--- config.mk ---
export PLATFORM = sky130hd
export DESIGN_NAME = irq_ret_ctrl
export DESIGN_NICKNAME = d
export VERILOG_FILES = /design/src/rtl/irq_ret_pkg.sv /design/src/rtl/irq_hist_buf.sv /design/src/rtl/irq_head_qual.sv /design/src/rtl/irq_ret_ctrl.sv
export SDC_FILE = /design/constraint.sdc
export NUM_CORES = 1
export LEC_CHECK = 0
export BUFFER_PORTS_ARGS = -buffer_cell sky130_fd_sc_hd__buf_2
export CORE_UTILIZATION = 24
export DETAILED_ROUTE_END_ITERATION = 10
export HOLD_SLACK_MARGIN = 0.12
export PLACE_DENSITY_LB_ADDON = 0.25
export SYNTH_ARGS = -nofsm -noshare
export SYNTH_HDL_FRONTEND = slang
export SYNTH_SLANG_ARGS = --single-unit
--- constraint.sdc ---
create_clock -name clk -period 6.2 [get_ports clk]
set_input_delay 1.24 -clock clk [delete_from_list [all_inputs] [get_ports clk]]
set_output_delay 1.24 -clock clk [all_outputs]
set_load 0.01 [all_outputs]
--- src/rtl/irq_ret_pkg.sv ---
package irq_ret_pkg;

    localparam int CLS_W = 3;

    // instruction class codes
    localparam logic [CLS_W-1:0] CLS_ALU    = 3'd0;
    localparam logic [CLS_W-1:0] CLS_BRANCH = 3'd1;
    localparam logic [CLS_W-1:0] CLS_MOVE   = 3'd2;
    localparam logic [CLS_W-1:0] CLS_RFI    = 3'd3;
    localparam logic [CLS_W-1:0] CLS_MEM    = 3'd4;
    localparam logic [CLS_W-1:0] CLS_CACHE  = 3'd5;

    typedef enum logic {
        ST_RUN   = 1'b0,
        ST_DRAIN = 1'b1
    } irq_st_e;

    // classes allowed to retire while an external interrupt drains the buffer
    function automatic logic cls_may_drain(input logic [CLS_W-1:0] cls);
        return (cls == CLS_MOVE) || (cls == CLS_RFI) ||
               (cls == CLS_MEM)  || (cls == CLS_CACHE);
    endfunction

endpackage

--- src/rtl/irq_hist_buf.sv ---
module irq_hist_buf #(
    parameter int DEPTH = 4,
    parameter int PC_W  = 32,
    parameter int CLS_W = 3,
    localparam int IDX_W = (DEPTH > 1) ? $clog2(DEPTH) : 1,
    localparam int CNT_W = $clog2(DEPTH + 1)
) (
    input  logic             clk,
    input  logic             rst_n,
    input  logic             push_i,
    input  logic [PC_W-1:0]  push_pc_i,
    input  logic [CLS_W-1:0] push_cls_i,
    input  logic             pop_i,
    input  logic             clr_i,
    input  logic             cmpl_i,
    input  logic [IDX_W-1:0] cmpl_tag_i,
    input  logic             cmpl_exc_i,
    output logic [IDX_W-1:0] tail_o,
    output logic             full_o,
    output logic             head_vld_o,
    output logic             head_done_o,
    output logic             head_exc_o,
    output logic [CLS_W-1:0] head_cls_o,
    output logic [PC_W-1:0]  head_pc_o
);

    typedef struct packed {
        logic             vld;
        logic             done;
        logic             exc;
        logic [CLS_W-1:0] cls;
        logic [PC_W-1:0]  pc;
    } slot_t;

    typedef struct packed {
        slot_t [DEPTH-1:0] slot;
        logic [IDX_W-1:0]  hd;
        logic [IDX_W-1:0]  tl;
        logic [CNT_W-1:0]  cnt;
    } hb_t;

    hb_t hb_d, hb_q;
    logic do_push, do_pop;

    function automatic logic [IDX_W-1:0] step(input logic [IDX_W-1:0] i);
        return (i == IDX_W'(DEPTH - 1)) ? '0 : i + IDX_W'(1);
    endfunction

    always_comb begin
        hb_d    = hb_q;
        do_push = push_i && (hb_q.cnt != CNT_W'(DEPTH)) && !clr_i;
        do_pop  = pop_i && hb_q.slot[hb_q.hd].vld;

        for (int i = 0; i < DEPTH; i++) begin
            if (cmpl_i && (cmpl_tag_i == IDX_W'(i)) && hb_q.slot[i].vld) begin
                hb_d.slot[i].done = 1'b1;
                hb_d.slot[i].exc  = cmpl_exc_i;
            end
        end

        if (do_pop) begin
            hb_d.slot[hb_q.hd].vld = 1'b0;
            hb_d.hd                = step(hb_q.hd);
        end

        if (do_push) begin
            hb_d.slot[hb_q.tl].vld  = 1'b1;
            hb_d.slot[hb_q.tl].done = 1'b0;
            hb_d.slot[hb_q.tl].exc  = 1'b0;
            hb_d.slot[hb_q.tl].cls  = push_cls_i;
            hb_d.slot[hb_q.tl].pc   = push_pc_i;
            hb_d.tl                 = step(hb_q.tl);
        end

        hb_d.cnt = hb_q.cnt + CNT_W'(do_push) - CNT_W'(do_pop);

        if (clr_i) begin
            for (int i = 0; i < DEPTH; i++) begin
                hb_d.slot[i].vld = 1'b0;
            end
            hb_d.hd  = '0;
            hb_d.tl  = '0;
            hb_d.cnt = '0;
        end
    end

    always_ff @(posedge clk or negedge rst_n) begin
        if (!rst_n) begin
            hb_q <= '0;
        end else begin
            hb_q <= hb_d;
        end
    end

    assign tail_o      = hb_q.tl;
    assign full_o      = (hb_q.cnt == CNT_W'(DEPTH));
    assign head_vld_o  = hb_q.slot[hb_q.hd].vld;
    assign head_done_o = hb_q.slot[hb_q.hd].done;
    assign head_exc_o  = hb_q.slot[hb_q.hd].exc;
    assign head_cls_o  = hb_q.slot[hb_q.hd].cls;
    assign head_pc_o   = hb_q.slot[hb_q.hd].pc;

endmodule

--- src/rtl/irq_head_qual.sv ---
module irq_head_qual
    import irq_ret_pkg::*;
(
    input  logic             vld_i,
    input  logic             done_i,
    input  logic             exc_i,
    input  logic [CLS_W-1:0] cls_i,
    output logic             fault_o,
    output logic             ok_o,
    output logic             drain_ok_o,
    output logic             rfi_o
);

    always_comb begin
        fault_o    = vld_i && done_i && exc_i;
        ok_o       = vld_i && done_i && !exc_i;
        drain_ok_o = cls_may_drain(cls_i);
        rfi_o      = (cls_i == CLS_RFI);
    end

endmodule

--- src/rtl/irq_ret_ctrl.sv ---
module irq_ret_ctrl
    import irq_ret_pkg::*;
#(
    parameter int              DEPTH      = 4,
    parameter int              PC_W       = 32,
    parameter int              INSN_BYTES = 4,
    parameter logic [PC_W-1:0] RESET_PC   = '0,
    localparam int IDX_W = (DEPTH > 1) ? $clog2(DEPTH) : 1
) (
    input  logic             clk,
    input  logic             rst_n,
    input  logic             alloc_valid_i,
    input  logic [PC_W-1:0]  alloc_pc_i,
    input  logic [2:0]       alloc_cls_i,
    output logic [IDX_W-1:0] alloc_tag_o,
    output logic             buf_full_o,
    input  logic             cmpl_valid_i,
    input  logic [IDX_W-1:0] cmpl_tag_i,
    input  logic             cmpl_exc_i,
    input  logic             ext_irq_req_i,
    output logic             issue_stall_o,
    output logic             retire_o,
    output logic [PC_W-1:0]  retire_pc_o,
    output logic             take_o,
    output logic             take_exc_o,
    output logic [PC_W-1:0]  epc_o,
    output logic             flush_o,
    output logic             msr_ee_o
);

    typedef struct packed {
        irq_st_e         st;
        logic            ee;
        logic            saved_ee;
        logic [PC_W-1:0] nxt_pc;
        logic            retire;
        logic [PC_W-1:0] retire_pc;
        logic            take;
        logic            take_exc;
        logic [PC_W-1:0] epc;
    } ctl_t;

    ctl_t ctl_d, ctl_q;

    logic             hd_vld, hd_done, hd_exc;
    logic [CLS_W-1:0] hd_cls;
    logic [PC_W-1:0]  hd_pc;
    logic             hd_fault, hd_ok, hd_drain_ok, hd_rfi;
    logic             buf_pop, buf_clr, buf_push;

    assign buf_push = alloc_valid_i && (ctl_q.st == ST_RUN);

    irq_hist_buf #(
        .DEPTH (DEPTH),
        .PC_W  (PC_W),
        .CLS_W (CLS_W)
    ) u_hbuf (
        .clk         (clk),
        .rst_n       (rst_n),
        .push_i      (buf_push),
        .push_pc_i   (alloc_pc_i),
        .push_cls_i  (alloc_cls_i),
        .pop_i       (buf_pop),
        .clr_i       (buf_clr),
        .cmpl_i      (cmpl_valid_i),
        .cmpl_tag_i  (cmpl_tag_i),
        .cmpl_exc_i  (cmpl_exc_i),
        .tail_o      (alloc_tag_o),
        .full_o      (buf_full_o),
        .head_vld_o  (hd_vld),
        .head_done_o (hd_done),
        .head_exc_o  (hd_exc),
        .head_cls_o  (hd_cls),
        .head_pc_o   (hd_pc)
    );

    irq_head_qual u_qual (
        .vld_i      (hd_vld),
        .done_i     (hd_done),
        .exc_i      (hd_exc),
        .cls_i      (hd_cls),
        .fault_o    (hd_fault),
        .ok_o       (hd_ok),
        .drain_ok_o (hd_drain_ok),
        .rfi_o      (hd_rfi)
    );

    always_comb begin
        ctl_d          = ctl_q;
        ctl_d.retire   = 1'b0;
        ctl_d.take     = 1'b0;
        ctl_d.take_exc = 1'b0;
        buf_pop        = 1'b0;
        buf_clr        = 1'b0;

        unique case (ctl_q.st)
            ST_RUN: begin
                if (hd_fault) begin
                    ctl_d.take     = 1'b1;
                    ctl_d.take_exc = 1'b1;
                    ctl_d.epc      = hd_pc;
                end else if (ext_irq_req_i && ctl_q.ee) begin
                    ctl_d.st = ST_DRAIN;
                end else if (hd_ok) begin
                    ctl_d.retire = 1'b1;
                end
            end
            ST_DRAIN: begin
                if (hd_fault) begin
                    ctl_d.take     = 1'b1;
                    ctl_d.take_exc = 1'b1;
                    ctl_d.epc      = hd_pc;
                end else if (!hd_vld) begin
                    ctl_d.take = 1'b1;
                    ctl_d.epc  = ctl_q.nxt_pc;
                end else if (!hd_drain_ok) begin
                    ctl_d.take = 1'b1;
                    ctl_d.epc  = hd_pc;
                end else if (hd_ok) begin
                    ctl_d.retire = 1'b1;
                end
            end
            default: ctl_d.st = ST_RUN;
        endcase

        if (ctl_d.retire) begin
            buf_pop         = 1'b1;
            ctl_d.retire_pc = hd_pc;
            ctl_d.nxt_pc    = hd_pc + PC_W'(INSN_BYTES);
            if (hd_rfi) begin
                ctl_d.ee = ctl_q.saved_ee;
            end
        end

        if (ctl_d.take) begin
            buf_clr        = 1'b1;
            ctl_d.saved_ee = ctl_q.ee;
            ctl_d.ee       = 1'b0;
            ctl_d.st       = ST_RUN;
        end
    end

    always_ff @(posedge clk or negedge rst_n) begin
        if (!rst_n) begin
            ctl_q.st        <= ST_RUN;
            ctl_q.ee        <= 1'b1;
            ctl_q.saved_ee  <= 1'b1;
            ctl_q.nxt_pc    <= RESET_PC;
            ctl_q.retire    <= 1'b0;
            ctl_q.retire_pc <= '0;
            ctl_q.take      <= 1'b0;
            ctl_q.take_exc  <= 1'b0;
            ctl_q.epc       <= '0;
        end else begin
            ctl_q <= ctl_d;
        end
    end

    assign issue_stall_o = (ctl_q.st == ST_DRAIN);
    assign retire_o      = ctl_q.retire;
    assign retire_pc_o   = ctl_q.retire_pc;
    assign take_o        = ctl_q.take;
    assign take_exc_o    = ctl_q.take_exc;
    assign epc_o         = ctl_q.epc;
    assign flush_o       = ctl_q.take;
    assign msr_ee_o      = ctl_q.ee;

endmodule

---- Word-level counts from Yosys, hierarchy flattened ----
Cells that the tools add are included.
operators by class
  add/subtract/negate cells ............... 5
  equal/unequal tests ..................... 13
  order comparisons ....................... 4
  muxes and demuxes ....................... 58
  bitwise logic cells ..................... 1
  reductions and logical operators ........ 30
operators with widths
  cell                     count
  $bwmux W152              6
  $demux W38 S2            6
  $mux W154                1
  $mux W152                1
  $mux W32                 4
  $mux W38                 3
  $bmux W38 S2             1
  $pmux W34 S2             1
  $mux W37                 1
  $mux W36                 1
  $mux W35                 1
  $mux W34                 1
  $add A32 B3 Y32 const B  1
  $mux W1                  21
  $logic_and A1 B1 Y1      18
  $mux W2                  7
  $eq A3 B3 Y1 const B     3
  $eq A2 B2 Y1 const B     4
  $reduce_bool A2 Y1       4
  $mux W7                  1
  $eq A3 B2 Y1 const B     2
  $lt A2 B3 Y1 const B     2
  $add A2 B1 Y2 const B    2
  $ge A2 B1 Y1 const B     2
  other kinds (13)         17
word-level totals
  logic and storage cells ................. 143
  flip-flop bits (word level) ............. 261
  output and inout port bits .............. 73
  input bits .............................. 43

---- Depth between registers and ports, before layout ----
Gate-level depths: netlist of the first run.
  depth in word-level cells ............... 20
  mapped depth ............................ 15
  mapped depth without buffers ............ 10

---- By module ----
Synthesis of the first run repeated with hierarchy kept, for this count alone.
unflattened totals
  cells, all modules ...................... 954
  area, all modules ....................... 12677.2 µm²
by module, submodules not included
  module         instances  sequential area each (µm²)  cells an instance  area an instance (µm²)
  irq_hist_buf   1          3978.8                      445                7521.0
  irq_ret_ctrl   1          2504.9                      505                5123.7
  irq_head_qual  1          0.0                         4                  32.5

---- Worst setup path before layout of the first run ----
No wires, ideal clock.
  path type ............................... flip-flop to flip-flop
  start point ............................. reg u_hbuf.hb_q[5] (netlist bit)
  end point ............................... reg u_hbuf.hb_q[2] (netlist bit)
  clock period less this slack ............ 3.487 ns
  stages on the path, launching flop included .. 16
  library setup time ...................... 0.121 ns
  required time ........................... 6.079 ns
  setup slack ............................. 2.713 ns
  arrival time ............................ 3.366 ns
  buffers on the path ..................... 5
  path through ............................ dfrtp_1 > buf_6 > buf_12 > mux4_1 > xnor2_1 > a21o_1 > buf_2 > buf_2 > buf_1 > inv_1 > ha_1 > inv_1 > ha_1 > fa_1 > xnor2_1 > nor2_1
RTL lines
  element                   line                text
  start: declaration        irq_hist_buf.sv:42  hb_t hb_d, hb_q;
  start signal: assignment  irq_hist_buf.sv:89  hb_q <= '0;
  start signal: assignment  irq_hist_buf.sv:91  hb_q <= hb_d;

---- Final worst setup path of the first run ----
  start point ............................. reg u_hbuf.hb_q[5] (netlist bit)
  end point ............................... reg ctl_q[91] (netlist bit)
on the way
  elaborated cells between the ends (all ways) .. 21
  classes of those cells .................. add/sub: 1; eq/ne: 4; mux: 9; reduce/logical: 7
RTL lines
  element                         line                 text
  $bmux W38 S2                    irq_hist_buf.sv:101  assign head_pc_o = hb_q.slot[hb_q.hd].pc;
  $mux W38 (not written as such)  irq_hist_buf.sv:97   assign head_vld_o = hb_q.slot[hb_q.hd].vld;
  net hd_pc[3]                    irq_ret_ctrl.sv:47   logic [PC_W-1:0] hd_pc;
  $add A32 B3 Y32                 irq_ret_ctrl.sv:129  ctl_d.nxt_pc = hd_pc + PC_W'(INSN_BYTES);
  end signal: assignment          irq_ret_ctrl.sv:155  ctl_q <= ctl_d;
  end: declaration                irq_ret_ctrl.sv:43   ctl_t ctl_d, ctl_q;
The timed path passes the listed nets, and every way through them passes these cells. The select of a mux whose other input is x is not followed.
A chain may end at the register's enable or synchronous reset.

==> results of run 1 <==
-- power breakdown --
part           leakage (nW)  internal, mW  switching [mW]  total [mW]
Sequential             3.18          2.50           0.411        2.91
Clock                 0.460          1.00           0.715        1.72
Combinational          2.66          1.45            1.96        3.42
Total                  6.30          4.95            3.09        8.04
-- sequential cells by signal, indices dropped and copies added (netlist names) --
name / flops
take_exc_o: 1
flush_o: 1
retire_pc_o: 30
issue_stall_o: 1
epc_o: 32
u_hbuf.hb_q: 157
u_hbuf.tail_o: 2
ctl_q: 33
msr_ee_o: 1
retire_o: 1
-- layer usage --
| layer | part of all wire | wire, um | up-vias |
|---|---|---|---|
| met5 | 0.0040 | 134 | - |
| met4 | 0.019 | 622 | 22 |
| met3 | 0.057 | 1880 | 66 |
| met2 | 0.45 | 15100 | 139 |
| met1 | 0.47 | 15400 | 4035 |
| li1 | - | - | 3620 |
-- worst register-to-register path, delay by kind of cell, from the launching register on --
family                     cells  cell delay (ns)
and+or+nand+nor                3             1.74
buffers and inverters          1             0.61
DFF                            1             0.48
muxes                          1             0.45
adders and majority gates      1             0.22
AOI/OAI and AO/OA              1             0.10
-- kinds of logic after synthesis --
group / after synthesis / share of synthesized area
mux: 216 / 0.232
buf+inv: 146 / 0.0751
fa+ha+maj: 12 / 0.0126
flops: 259 / 0.517
xor+xnor: 14 / 0.00979
simple gates: 278 / 0.105
compound gates: 98 / 0.0473
-- final cells by class --
cell class / count / area [um^2] / area share
multi-input cells: 618 / 5110 / 0.361
well taps: 680 / 851 / 0.0601
clock buffers: 39 / 813 / 0.0574
flip-flops and latches: 259 / 6480 / 0.458
clock inverters: 14 / 138 / 0.00972
repair buffers: 128 / 683 / 0.0482
inverters: 22 / 82.6 / 0.00583
-- worst max path at each step --
stage	startpoint	end	slack (ns)	cells past startpoint
6_report	u_hbuf.hb_q[5]$_DFFE_PN0P_	ctl_q[91]$_DFFE_PN0P_	2.53	7
5_1_grt	u_hbuf.hb_q[5]$_DFFE_PN0P_	ctl_q[91]$_DFFE_PN0P_	2.27	7
4_1_cts	u_hbuf.hb_q[5]$_DFFE_PN0P_	ctl_q[97]$_DFFE_PN0P_	2.45	7
3_5_place_dp	u_hbuf.hb_q[5]$_DFFE_PN0P_	ctl_q[97]$_DFFE_PN0P_	2.47	7
3_3_place_gp	u_hbuf.hb_q[5]$_DFFE_PN0P_	u_hbuf.hb_q[136]$_DFFE_PN0P_	2.56	6
2_1_floorplan	u_hbuf.hb_q[5]$_DFFE_PN0P_	u_hbuf.hb_q[2]$_DFF_PN0_	2.71	15
-- placed cells by master (no fill, tap or decap), types with 20 or more instances in the layout --
| cell | count |
|---|---|
| inv_1 | 21 |
| o21ai_0 | 39 |
| nor2_1 | 20 |
| dfrtp_1 | 256 |
| mux2_1 | 44 |
| clkbuf_16 | 29 |
| mux2_2 | 129 |
| mux4_2 | 23 |
| nand2_1 | 179 |
| buf_2 | 114 |
-- stage by stage --
| step | hold WS (ns) | util |
|---|---|---|
| final | 0.470 | 0.276 |
| after global routing | 0.477 | 0.276 |
| after CTS | 0.474 | 0.276 |
| after detailed placement | 0.458 | 0.257 |
| after global placement | 0.456 | 0.257 |
| after floorplan | 0.445 | - |
==> results.json, run 1 <==
{
  "outcome": "finished clean",
  "ys_types": 57,
  "endpoint_kind": "flop",
  "drive_gt1_frac": 0.323,
  "power_mw": 8.04,
  "synth_edf_count": 0,
  "synth.most_common_cell": "dfrtp_1",
  "crit_slowest_cell": "or4_1",
  "rows": 83,
  "numCtsBuffers": 29,
  "initial_core_util": 0.244,
  "cts_hold_buf": 0,
  "hpwl_um": 22700,
  "setup_violations": 0,
  "place_area_um2": 13200,
  "cp_common_cell": "or4_1",
  "crit_buf_inv": 1,
  "globalRoute.totalOverflow": 0,
  "area_growth_pct": 13.1,
  "rsz0062_at_grt": "no",
  "cts_tree": "yes",
  "wire_per_inst_um": 18.8,
  "timing.setup.tns_ns": 0,
  "ys_seq_elements": 259,
  "grt_use_met1": 0.173,
  "setup_ws_ns": 2.53,
  "fin_nets": 1113,
  "n_antenna_cell": 0,
  "max_cap_violations": 0,
  "p_per_area_nw_per_um2": 568,
  "grt-busiest-layer": "met2",
  "ir_drop_mv": 0.198,
  "clockRootBuffer": "clkbuf_16",
  "grt_use_total": 0.126,
  "grtUsageMet2": 0.194,
  "io_buffers": 115,
  "yosysTopAreaCell": "dfrtp_1",
  "r2r-end": "ctl_q[91]$_DFFE_PN0P_",
  "pre_cts_ws_ns": 2.47,
  "cts_setup_buffers": 0,
  "die_y_um": 230,
  "cp.required_ns": 6.68,
  "ff2ff_path_depth": 7,
  "hold_depth": 2,
  "clockBufferDepth": 3,
  "fin_crit_ns": 3.67,
  "first_pass_iters": 5,
  "clock_sinks": 259,
  "min-delay-start": "retire_pc_o[28]$_DFFE_PN0P_",
  "gr-usage-met3": 0.0332,
  "post-route-drc-count": 0,
  "synth.avg_cell_area_um2": 12.2,
  "clock_latency_ns": 0.56,
  "path_clk_slew_ns": 0.07,
  "vias": 7882,
  "drtIter0Drc": 504,
  "routed_via_density": 4.48,
  "dp_cells": 1707,
  "antenna_found_initial": 11,
  "relSlewSlack": 0.447,
  "coreArea_um2": 51400,
  "ios": 116,
  "fmax_ghz": 0.272,
  "seq_area_frac_synth": 0.517,
  "grt_pass1_wl_um": 51600,
  "ant_nets": 0,
  "die_area_um2": 53100,
  "path_cells": "buf_4 > mux4_2 > ha_1 > nand4_1 > or4_1 > or4_1 > o211ai_1",
  "yosys-top-cells-count": "dfrtp_1 (257), nand2_1 (179), mux2_2 (129), buf_4 (70), mux2_1 (44)",
  "ff2ff_setup_slack_ns": 2.53,
  "grt_start_max_net_pins": 95,
  "crit_type": "reg -> reg",
  "r2r_start": "u_hbuf.hb_q[5]$_DFFE_PN0P_",
  "h-tree-depth": 1,
  "synthTopCellsByArea": "dfrtp_1 (51%), mux2_2 (12%), nand2_1 (5.4%)",
  "tightest_slew_ns": 0.830,
  "netlist_instances": 1023,
  "synthFlopType": "dfrtp_1",
  "hold_violations": 0,
  "clock_skew_ns": 0.0123,
  "timing.final.crit_share": 0.592,
  "stdcell_area_um2": 14200,
  "hold-path-endpoint": "retire_pc_o[28]$_DFFE_PN0P_",
  "final_cells": 1760,
  "start_kind": "flop",
  "hold_path_class": "reg -> reg",
  "critPathMaxStageDelay_ns": 0.82,
  "syn_area_um2": 12500,
  "nFillCells": 5327,
  "synth-async-reset-ratio": 1.00,
  "crit_arrival_ns": 4.15,
  "die_w_um": 230,
  "power_leakage_nw": 6.30,
  "place.gp.congestion": 0.764,
  "ctsResizeCount": 0,
  "path_max_fanout": 37,
  "grt_pass1_vias": 8105,
  "wirelength_um": 33100,
  "slew_violations": 0,
  "synth_warnings": 0,
  "cp_top_family": "simple AND/OR/NAND/NOR gates",
  "synth_top_area_share": 0.513,
  "syn_nets": 1078
}
Power figures use the tool's default switching activity.
==> run 2: changes to the inputs <==
==> constraint.sdc (replaced) <==
create_clock -name clk -period 3.48 [get_ports clk]
set_input_delay 0.696 -clock clk [delete_from_list [all_inputs] [get_ports clk]]
set_output_delay 0.696 -clock clk [all_outputs]
set_load 0.01 [all_outputs]
==> run 2 against run 1 <==
  * Via count is 0.27% lower
  * Register-to-register slack lost 2.0 ns
  * Clock power grew 76%
  * Setup slack got worse by 2.0 ns
  * Clock skew up 0.0059 ns
  * Global-route usage up 0.33 points
  * Sequential share of layout area decreased by 0.92 points
  * Clock-buffer cell count grew 4
  * Combinational power increased by 92%
  * Wire length rose by 1.7%
==> results.json, run 2 (synthesized netlist as in run 1, its figures left out) <==
{
  "outcome": "finished clean",
  "ff2ff_setup_slack_ns": 0.50,
  "fin_nets": 1142,
  "dp_cells": 1736,
  "place.gp.congestion": 0.785,
  "routed_via_density": 4.40,
  "timing.final.crit_share": 0.857,
  "rsz0062_at_grt": "no",
  "hpwl_um": 23400,
  "ios": 116,
  "post-route-drc-count": 0,
  "rows": 83,
  "cp-startpoint": "u_hbuf.hb_q[5]$_DFFE_PN0P_",
  "p_per_area_nw_per_um2": 1020,
  "r2r_start": "u_hbuf.hb_q[5]$_DFFE_PN0P_",
  "ir_drop_mv": 0.427,
  "setup_violations": 0,
  "io_buffers": 115,
  "initial_core_util": 0.244,
  "path_max_fanout": 10,
  "slew_violations": 0,
  "drive_gt1_frac": 0.335,
  "clock_latency_ns": 0.57,
  "relSlewSlack": 0.576,
  "grt_start_max_net_pins": 88,
  "hold_path_class": "in -> async",
  "wire_per_inst_um": 18.8,
  "drtIter0Drc": 424,
  "hold_violations": 0,
  "ctsResizeCount": 0,
  "h-tree-depth": 1,
  "max_cap_violations": 0,
  "ff2ff_path_depth": 7,
  "crit_arrival_ns": 3.46,
  "timing.setup.tns_ns": 0,
  "path_clk_slew_ns": 0.06,
  "clock_sinks": 259,
  "final_cells": 1788,
  "top_register": "u_hbuf.hb_q",
  "clockRootBuffer": "clkbuf_16",
  "largest_reg_flops": 157,
  "coreArea_um2": 51400,
  "cts_hold_buf": 0,
  "clock_skew_ns": 0.0182,
  "antenna_found_initial": 11,
  "start_kind": "flop",
  "fin_crit_ns": 2.98,
  "endpoint": "ctl_q[91]$_DFFE_PN0P_",
  "clockBufferDepth": 3,
  "place_area_um2": 13500,
  "crit_type": "reg -> reg",
  "tightest_slew_ns": 0.636,
  "wirelength_um": 33700,
  "die_y_um": 230,
  "stdcell_area_um2": 14500,
  "layout_common_cells": "dfrtp_1 (256), nand2_1 (179), mux2_2 (129), buf_2 (114), mux2_1 (44)",
  "area_growth_pct": 15.4,
  "cts_tree": "yes",
  "r2r-end": "ctl_q[91]$_DFFE_PN0P_",
  "cts_setup_buffers": 0,
  "grt_pass1_wl_um": 52600,
  "die_w_um": 230,
  "numCtsBuffers": 29,
  "grt_pass1_vias": 8098,
  "endpoint_kind": "flop",
  "vias": 7861,
  "globalRoute.totalOverflow": 0,
  "first_pass_iters": 6,
  "power_leakage_nw": 6.47,
  "grt_use_total": 0.129,
  "cp.required_ns": 3.95,
  "mostFrequentLayoutCell": "dfrtp_1",
  "power_mw": 14.8,
  "die_area_um2": 53100,
  "fmax_ghz": 0.335,
  "ant_nets": 0
}
run 2: cell count changes in the layout (fill, tap and decap cells not counted):
cell,change
and2_2,-1
diode_2,+1
and2_1,+1
buf_12,+8
clkinv_4,-1
clkbuf_1,+4
clkinvlp_4,-4
buf_4,+21
clkinv_2,-1
run 2: report_power, final:
part,switching (mW),leakage (nW),internal [mW]
clock network,1.25,0.456,1.78
registers,0.726,3.18,4.45
logic,3.61,2.83,2.97
run 2: layout make-up:
cell class	instances	area, um^2
fill	5296	36900
sequential	259	6480
multi-input combinational	618	5110
timing repair buffer	157	1000
tap	680	851
clock buffer	43	828
clock inverter	8	93.8
inverter	22	82.6
antenna	1	2.50
run 2: worst min-delay path by stage:
stage	startpoint	end	slack [ns]	depth (start not counted)
final	rst_n	u_hbuf.hb_q[31]$_DFFE_PN0P_	0.11	1
after global routing	rst_n	u_hbuf.hb_q[100]$_DFFE_PN0P_	0.16	1
after CTS	rst_n	u_hbuf.hb_q[100]$_DFFE_PN0P_	0.13	1
after detailed placement	ctl_q[99]$_DFFE_PN1N_	msr_ee_o$_DFFE_PN1P_	0.46	2
after global placement	ctl_q[99]$_DFFE_PN1N_	msr_ee_o$_DFFE_PN1P_	0.46	2
after floorplan	rst_n	ctl_q[67]$_DFFE_PN0P_	0.40	0
run 2: critical path, stage by stage (launching register included):
cell,delay [ns]
dfrtp_2,0.51
buf_4,0.24
mux4_2,0.42
ha_1,0.24
nand4_1,0.13
or4_1,0.72
or4_1,0.52
o211ai_1,0.10
run 2: per-layer routing:
layer | track usage | up-vias | wire, um
met3 | 0.0294 | 47 | 1660
met4 | 0.0298 | 14 | 514
li1 | - | 3663 | -
met1 | 0.182 | 4000 | 16200
met2 | 0.199 | 137 | 15200
met5 | 0 | - | 89
run 2: per-stage QoR:
step,hold WS [ns],setup slack (ns),util
floorplan,0.400,0.104,-
finish,0.107,0.496,0.281
global route,0.157,0.336,0.281
CTS,0.133,0.473,0.281
detailed placement,0.458,0.497,0.263
global placement,0.456,0.488,0.263
